## src/rtl/rxh_pkg.sv

```systemverilog
package rxh_pkg;
    localparam int SLOT_BITS   = 8;
    localparam int BASE_SLOTS  = 32;
    localparam int FAST_MUL    = 4;
    localparam int FRAME_BITS  = SLOT_BITS * BASE_SLOTS;
    localparam int CNT_W       = $clog2(FRAME_BITS * FAST_MUL);
    localparam int SLOW_W      = $clog2(FRAME_BITS);
    localparam int BITNUM_W    = CNT_W - 1;
    localparam int SUB_W       = $clog2(SLOT_BITS);
    localparam int TS_W        = BITNUM_W - SUB_W;
    localparam int PH_W        = $clog2(FAST_MUL);

    typedef enum logic [1:0] {
        MODE_SLOW         = 2'd0,
        MODE_FAST_SINGLE  = 2'd1,
        MODE_FAST_DOUBLE  = 2'd2,
        MODE_BAD          = 2'd3
    } mode_e;

    typedef struct packed {
        logic [BITNUM_W-1:0] bitnum;
        logic [PH_W-1:0]     phase;
    } pos_t;

    function automatic mode_e mode_of(input logic fast, input logic dbl);
        if (!fast) return dbl ? MODE_BAD : MODE_SLOW;
        return dbl ? MODE_FAST_DOUBLE : MODE_FAST_SINGLE;
    endfunction

    // Split a frame clock count into frame bit index and phase in the cell.
    function automatic pos_t locate(input logic [CNT_W-1:0] cnt, input mode_e mode);
        pos_t p;
        p = '0;
        case (mode)
            MODE_FAST_SINGLE: begin
                p.bitnum = BITNUM_W'(cnt[CNT_W-1:PH_W]);
                p.phase  = cnt[PH_W-1:0];
            end
            MODE_FAST_DOUBLE: begin
                p.bitnum = cnt[CNT_W-1:1];
                p.phase  = PH_W'(cnt[0]);
            end
            default: begin
                p.bitnum = BITNUM_W'(cnt[SLOW_W-1:0]);
            end
        endcase
        return p;
    endfunction
endpackage

```

## src/rtl/rxh_clock_counter.sv

```systemverilog
module rxh_clock_counter
    import rxh_pkg::*;
#(
    parameter int W      = CNT_W,
    parameter int SLOW_B = SLOW_W
) (
    input  logic         clk_i,
    input  logic         rst_ni,
    input  logic         sync_i,
    input  logic         fast_i,
    input  logic [W-1:0] ofs_i,
    output logic [W-1:0] cnt_o,
    output logic [W-1:0] cnt_next_o
);
    localparam logic [W-1:0] SLOW_MASK = W'((1 << SLOW_B) - 1);

    typedef struct packed {
        logic [W-1:0] cnt;
    } cnt_st_t;

    cnt_st_t      st_d, st_q;
    logic [W-1:0] wrap_mask;

    always_comb begin
        wrap_mask = fast_i ? '1 : SLOW_MASK;
        st_d      = st_q;
        if (sync_i) begin
            // frame clock 0 lands ofs (mod length) edges after this one
            st_d.cnt = (W'(0) - ofs_i) & wrap_mask;
        end else begin
            st_d.cnt = (st_q.cnt + W'(1)) & wrap_mask;
        end
    end

    always_ff @(negedge clk_i or negedge rst_ni) begin
        if (!rst_ni) st_q <= '0;
        else         st_q <= st_d;
    end

    assign cnt_o      = st_q.cnt;
    assign cnt_next_o = st_d.cnt;

    // free-running step, wraps at the frame length
    a_r2_free_wrap: assert property (@(negedge clk_i) disable iff (!rst_ni)
        (!sync_i && !fast_i) |=> (cnt_o == W'(($past(cnt_o) + W'(1)) & SLOW_MASK)));

    // a sync with zero offset starts the frame at once
    a_r3_sync_zero_ofs: assert property (@(negedge clk_i) disable iff (!rst_ni)
        (sync_i && ofs_i == '0) |=> (cnt_o == '0));
endmodule

```

## src/rtl/rxh_slot_decode.sv

```systemverilog
module rxh_slot_decode
    import rxh_pkg::*;
(
    input  logic [CNT_W-1:0]    cnt_i,
    input  mode_e               mode_i,
    input  logic [PH_W-1:0]     phase_sel_i,
    input  logic                mark_en_i,
    input  logic [BITNUM_W-1:0] mark_pos_i,
    output logic [TS_W-1:0]     ts_o,
    output logic [SUB_W-1:0]    bit_o,
    output logic                drive_o,
    output logic                mark_o
);
    pos_t pos;

    always_comb begin
        pos   = locate(cnt_i, mode_i);
        ts_o  = pos.bitnum[BITNUM_W-1:SUB_W];
        bit_o = pos.bitnum[SUB_W-1:0];
        case (mode_i)
            MODE_SLOW:         drive_o = 1'b1;
            MODE_FAST_SINGLE:  drive_o = (pos.phase == phase_sel_i);
            MODE_FAST_DOUBLE:  drive_o = (pos.phase[0] == phase_sel_i[0]);
            default:           drive_o = 1'b0;
        endcase
        mark_o = mark_en_i && (mode_i != MODE_BAD) && (pos.bitnum == mark_pos_i);
    end
endmodule

```

## src/rtl/rx_hwy_timing.sv

```systemverilog
module rx_hwy_timing
    import rxh_pkg::*;
(
    input  logic                 clk_i,
    input  logic                 rst_ni,
    input  logic                 sync_i,
    input  logic                 fast_clk_i,
    input  logic                 dbl_rate_i,
    input  logic [CNT_W-1:0]     frm_ofs_i,
    input  logic [PH_W-1:0]      phase_sel_i,
    input  logic                 mark_en_i,
    input  logic [BITNUM_W-1:0]  mark_pos_i,
    input  logic [SLOT_BITS-1:0] slot_byte_i,
    output logic [TS_W-1:0]      ts_o,
    output logic [SUB_W-1:0]     bit_o,
    output logic                 dout_o,
    output logic                 dout_oe_o,
    output logic                 mark_o,
    output logic                 cfg_err_o
);
    typedef struct packed {
        logic [SLOT_BITS-1:0] slot_byte;
        logic                 err;
    } top_st_t;

    mode_e            mode;
    logic [CNT_W-1:0] cnt, cnt_next;
    pos_t             pos_next;
    logic             load_byte;
    logic             drive;
    top_st_t          st_d, st_q;

    assign mode = mode_of(fast_clk_i, dbl_rate_i);

    rxh_clock_counter #(.W(CNT_W), .SLOW_B(SLOW_W)) u_cnt (
        .clk_i      (clk_i),
        .rst_ni     (rst_ni),
        .sync_i     (sync_i),
        .fast_i     (fast_clk_i),
        .ofs_i      (frm_ofs_i),
        .cnt_o      (cnt),
        .cnt_next_o (cnt_next)
    );

    rxh_slot_decode u_dec (
        .cnt_i       (cnt),
        .mode_i      (mode),
        .phase_sel_i (phase_sel_i),
        .mark_en_i   (mark_en_i),
        .mark_pos_i  (mark_pos_i),
        .ts_o        (ts_o),
        .bit_o       (bit_o),
        .drive_o     (drive),
        .mark_o      (mark_o)
    );

    always_comb begin
        pos_next  = locate(cnt_next, mode);
        load_byte = (pos_next.bitnum[SUB_W-1:0] == '0) && (pos_next.phase == '0);
        st_d      = st_q;
        if (load_byte) st_d.slot_byte = slot_byte_i;
        st_d.err = st_q.err | (mode == MODE_BAD);
    end

    always_ff @(negedge clk_i or negedge rst_ni) begin
        if (!rst_ni) st_q <= '0;
        else         st_q <= st_d;
    end

    assign dout_oe_o = drive;
    assign dout_o    = drive & st_q.slot_byte[SUB_W'(SLOT_BITS - 1) - bit_o];
    assign cfg_err_o = st_q.err;

    // an invalid rate setting keeps the highway and marker silent
    a_r1_bad_cfg_quiet: assert property (@(negedge clk_i) disable iff (!rst_ni)
        (!fast_clk_i && dbl_rate_i) |-> (!dout_oe_o && !dout_o && !mark_o));

    // the error flag never clears outside reset
    a_r1_err_sticky: assert property (@(negedge clk_i) disable iff (!rst_ni)
        cfg_err_o |=> cfg_err_o);

    // no data bit leaks while the drive enable is low
    a_r6_dout_quiet: assert property (@(negedge clk_i) disable iff (!rst_ni)
        !dout_oe_o |-> !dout_o);
endmodule

```

## config.mk

```make
export PLATFORM = sky130hd
export DESIGN_NAME = rx_hwy_timing
export DESIGN_NICKNAME = d
export VERILOG_FILES = /design/src/rtl/rxh_pkg.sv /design/src/rtl/rxh_clock_counter.sv /design/src/rtl/rxh_slot_decode.sv /design/src/rtl/rx_hwy_timing.sv
export SDC_FILE = /design/constraint.sdc
export NUM_CORES = 1
export LEC_CHECK = 0
export BUFFER_PORTS_ARGS = -buffer_cell sky130_fd_sc_hd__buf_2
export CORE_UTILIZATION = 48
export DETAILED_ROUTE_END_ITERATION = 10
export MAX_ROUTING_LAYER = met4
export PLACE_DENSITY = 0.77
export SYNTH_ARGS = -nofsm -noshare
export SYNTH_HDL_FRONTEND = slang
export SYNTH_SLANG_ARGS = --single-unit
```

## constraint.sdc

```tcl
create_clock -name clk_i -period 2.7 [get_ports clk_i]
set_input_delay 0.675 -clock clk_i [delete_from_list [all_inputs] [get_ports clk_i]]
set_output_delay 0.675 -clock clk_i [all_outputs]
set_load 0.05 [all_outputs]
```

==> flow_summary.toml <==
[routing]
vias = 2604
drt_iter0_drc = 313
drt-total-wl_um = 9390
wl_per_cell_um = 25.4
dr.pass1.iters = 5
ant_nets = 0
drc = 0
avgViaCountPerCell = 7.04

[place]
io_buffer_count = 47
dp_hpwl_um = 4230
place_ws_ns = -1.18
gp_congestion = 0.901
placedCellCount = 354
place_area_mm2 = 0.00268

[worst_setup_path]
slowest_delay_ns = 0.55
r2r_setup_slack_ns = 0.38
slowest_stage = "or4_4"
start_kind = "register"
cp.required_ns = 2.03
cp_max_fo = 4
rr_endpoint = "st_q[4]"
crit_start = "u_cnt.cnt_o[3]"
critPathArrivalTime_ns = 3.72
crit_path_end = "mark_o"
crit_type = "reg2out"
reg2reg_from = "u_cnt.cnt_o[0]"
worst-r2r-cell-count = 8
path_cells = "inv_1 -> a221oi_1 -> a22oi_1 -> or4_4 -> nor4_4 -> buf_6"
end_kind = "primary output"

[cells_and_area]
drive_gt1_share_pct = 57.1
instances_no_fill = 370
final_cell_area_mm2 = 0.00319
nNetsFinal = 362
fillCellCount = 107
area_delta_synth_final_pct = 83.1
antenna_cells = 0

[clock_tree]
cts.path.max_buffers = 2
clkLatencyLatePin_ns = 0.31
root_buffer = "clkbuf_4"
clkSinkCount = 19
cts_buffers = 3
h-tree-depth = 1
path_clk_slew_ns = 0.09
cts_hold_buf = 0
cts_tree = "done"

[yosys]
avgSynthCellArea_um2 = 8.21
yosys-top-cells-area = "dfrtn_1 (27%), xnor2_1 (9.1%), mux2i_1 (5.2%)"
synth_fp_nets = 249
mappedNetlistArea_mm2 = 0.00174
syn-instance-count = 212
synth_top_area_share_pct = 27.3
synth_edf_count = 0
post-synth-top-area-cell = "dfrtn_1"
synth_ff_type = "dfrtn_1"
async_flop_share_pct = 100
ys_ff_latch = 19
yosysWarnings = 0
ys_types = 48
seq_area_frac_synth_pct = 27.3

[global_routing]
grt_pass1_wl_um = 11500
grt_max_degree = 20
antenna_found_initial = 0
grt_pass1_vias = 2401
track_usage_pct = 38.8
grt_overflow = 0

[pwr]
pwr-share-comb_pct = 66.9
internal-power_w = 0.00103
p_clk_share_pct = 8.7
power.switching_w = 0.000891
ir_drop_mv = 0.624
sequentialPowerShare_pct = 24.3
leakage_nw = 1.34
switching_share_pct = 46.5
p_per_area_mw_per_mm2 = 602

[floorplan]
initial_core_util_pct = 51.0
die_h_um = 62.2
dieArea_mm2 = 0.00387
fp.dieW_um = 62.2
rows = 21
floorplan.io_pins = 48
coreArea_mm2 = 0.00342

[status]
violations = "setup timing"
outcome = "finished, violations left"

[timing]
setup_viol = 28
finalClockSkew_ns = 0.00564
setup_slack_ns = -1.69
hold_viol_final = 0
slew_violations = 0
worst_slew_pin_slew_ns = 0.535
tns_ns = -16.94
rsz0062_at_grt = "true"
maxSlewHeadroom_pct = 64.1

[run]
drv_cap = 0

[worst_hold_path]
worstHoldPathType = "reg2reg"
## flip-flops by register name, indices dropped and copies added (netlist names)
signal and flops:
cfg_err_o 1, st_q 8, u_cnt.cnt_o 10
## how the worst min path moves through the flow
| stage | from | endpoint | slack (ns) | depth (start not counted) |
|---|---|---|---|---|
| floorplan | st_q[6] | st_q[6] | 0.48 | 2 |
| CTS | cfg_err_o | cfg_err_o | 0.53 | 2 |
| finish | cfg_err_o | cfg_err_o | 0.60 | 2 |
| global placement | cfg_err_o | cfg_err_o | 0.40 | 1 |
| global route | cfg_err_o | cfg_err_o | 0.60 | 2 |
| detailed placement | cfg_err_o | cfg_err_o | 0.43 | 1 |
## final cells by class
cell class                      instances  area (um^2)  share of cell area, %
Tap cell                               46         57.6                   1.81
Clock buffer                            3         22.5                  0.707
Inverter                               10         62.6                   1.96
Clock inverter                          1         5.00                  0.157
Sequential cell                        19          475                   14.9
Multi-Input combinational cell        166         1540                   48.2
Timing Repair Buffer                  125         1030                   32.2
## through the flow
stage	hold slack (ns)	power, W	utilization (%)
4_1_cts	0.532	0.00169	89.9
5_1_grt	0.595	0.00196	93.3
3_5_place_dp	0.426	0.00139	78.5
2_1_floorplan	0.476	0.00102	-
3_3_place_gp	0.398	0.00135	78.5
6_report	0.597	0.00192	93.3
## power groups by stage
stage          clock [W]  combinational [W]  sequential, W
2_1_floorplan          0           0.000601       0.000424
3_3_place_gp           0           0.000913       0.000440
3_5_place_dp           0           0.000943       0.000444
4_1_cts         0.000158            0.00110       0.000440
5_1_grt         0.000177            0.00132       0.000465
6_report        0.000167            0.00128       0.000466
## layout by cell type (no fill, tap or decap), types with 4 or more instances in the layout
| master | instances |
|---|---|
| a21oi_1 | 6 |
| a21oi_4 | 7 |
| buf_2 | 30 |
| buf_4 | 60 |
| buf_6 | 29 |
| buf_8 | 4 |
| dfrtn_1 | 19 |
| inv_1 | 5 |
| mux2i_1 | 4 |
| mux2i_4 | 4 |
| nand2_1 | 5 |
| nand3_1 | 14 |
| nand4_1 | 8 |
| nor2_1 | 8 |
| o211ai_1 | 10 |
| o21ai_0 | 6 |
| o21ai_1 | 8 |
| xnor2_1 | 16 |
| xor2_1 | 7 |
## timing repair
action | 4_1_cts | 5_1_grt
gates resized for setup | 76 | 29
pin swaps | 14 | 8
setup endpoints to repair | 29 | 29
buffers inserted | 13 | 5
## critical path: cells and delay by family, from the launching register on
| kind | cells | cell delay [ns] |
|---|---|---|
| compound gates | 2 | 0.54 |
| flops | 1 | 0.51 |
| simple gates | 2 | 0.72 |
| buf+inv | 2 | 0.29 |
## metal layers
layer	track usage [%]	routed length (um)	share of wire (%)	vias to the layer above
li1	-	-	-	1000
met1	42.6	3060	33	1179
met2	67.6	4360	46	300
met3	4.96	1010	11	125
met4	22.1	965	10	0
met5	-	0	0	-
## cells by family after synthesis
family | count (synthesis) | synth area share [%]
mux | 13 | 8.70
fa+ha+maj | 2 | 1.44
buf+inv | 27 | 6.83
simple gates | 65 | 20.3
compound gates | 59 | 21.9
xor+xnor | 27 | 13.6
flops | 19 | 27.3
## cells in the mapped netlist (2+ instances only)
cell	count
nand2_1	5
buf_1	2
nor2_1	13
mux2i_1	9
or3_1	3
xnor2_1	18
nor4_1	4
dfrtn_1	19
nand4_1	8
clkbuf_2	2
nand3_1	14
nor3_1	4
a21oi_1	14
mux2i_2	2
ha_1	2
clkbuf_1	6
clkinv_1	2
xor2_1	9
buf_2	6
nand2b_1	5
o21ai_0	18
a22oi_1	2
inv_1	8
and3_1	3
o211ai_1	10
o211a_1	2
No activity file was read; power rests on OpenSTA's default activity.
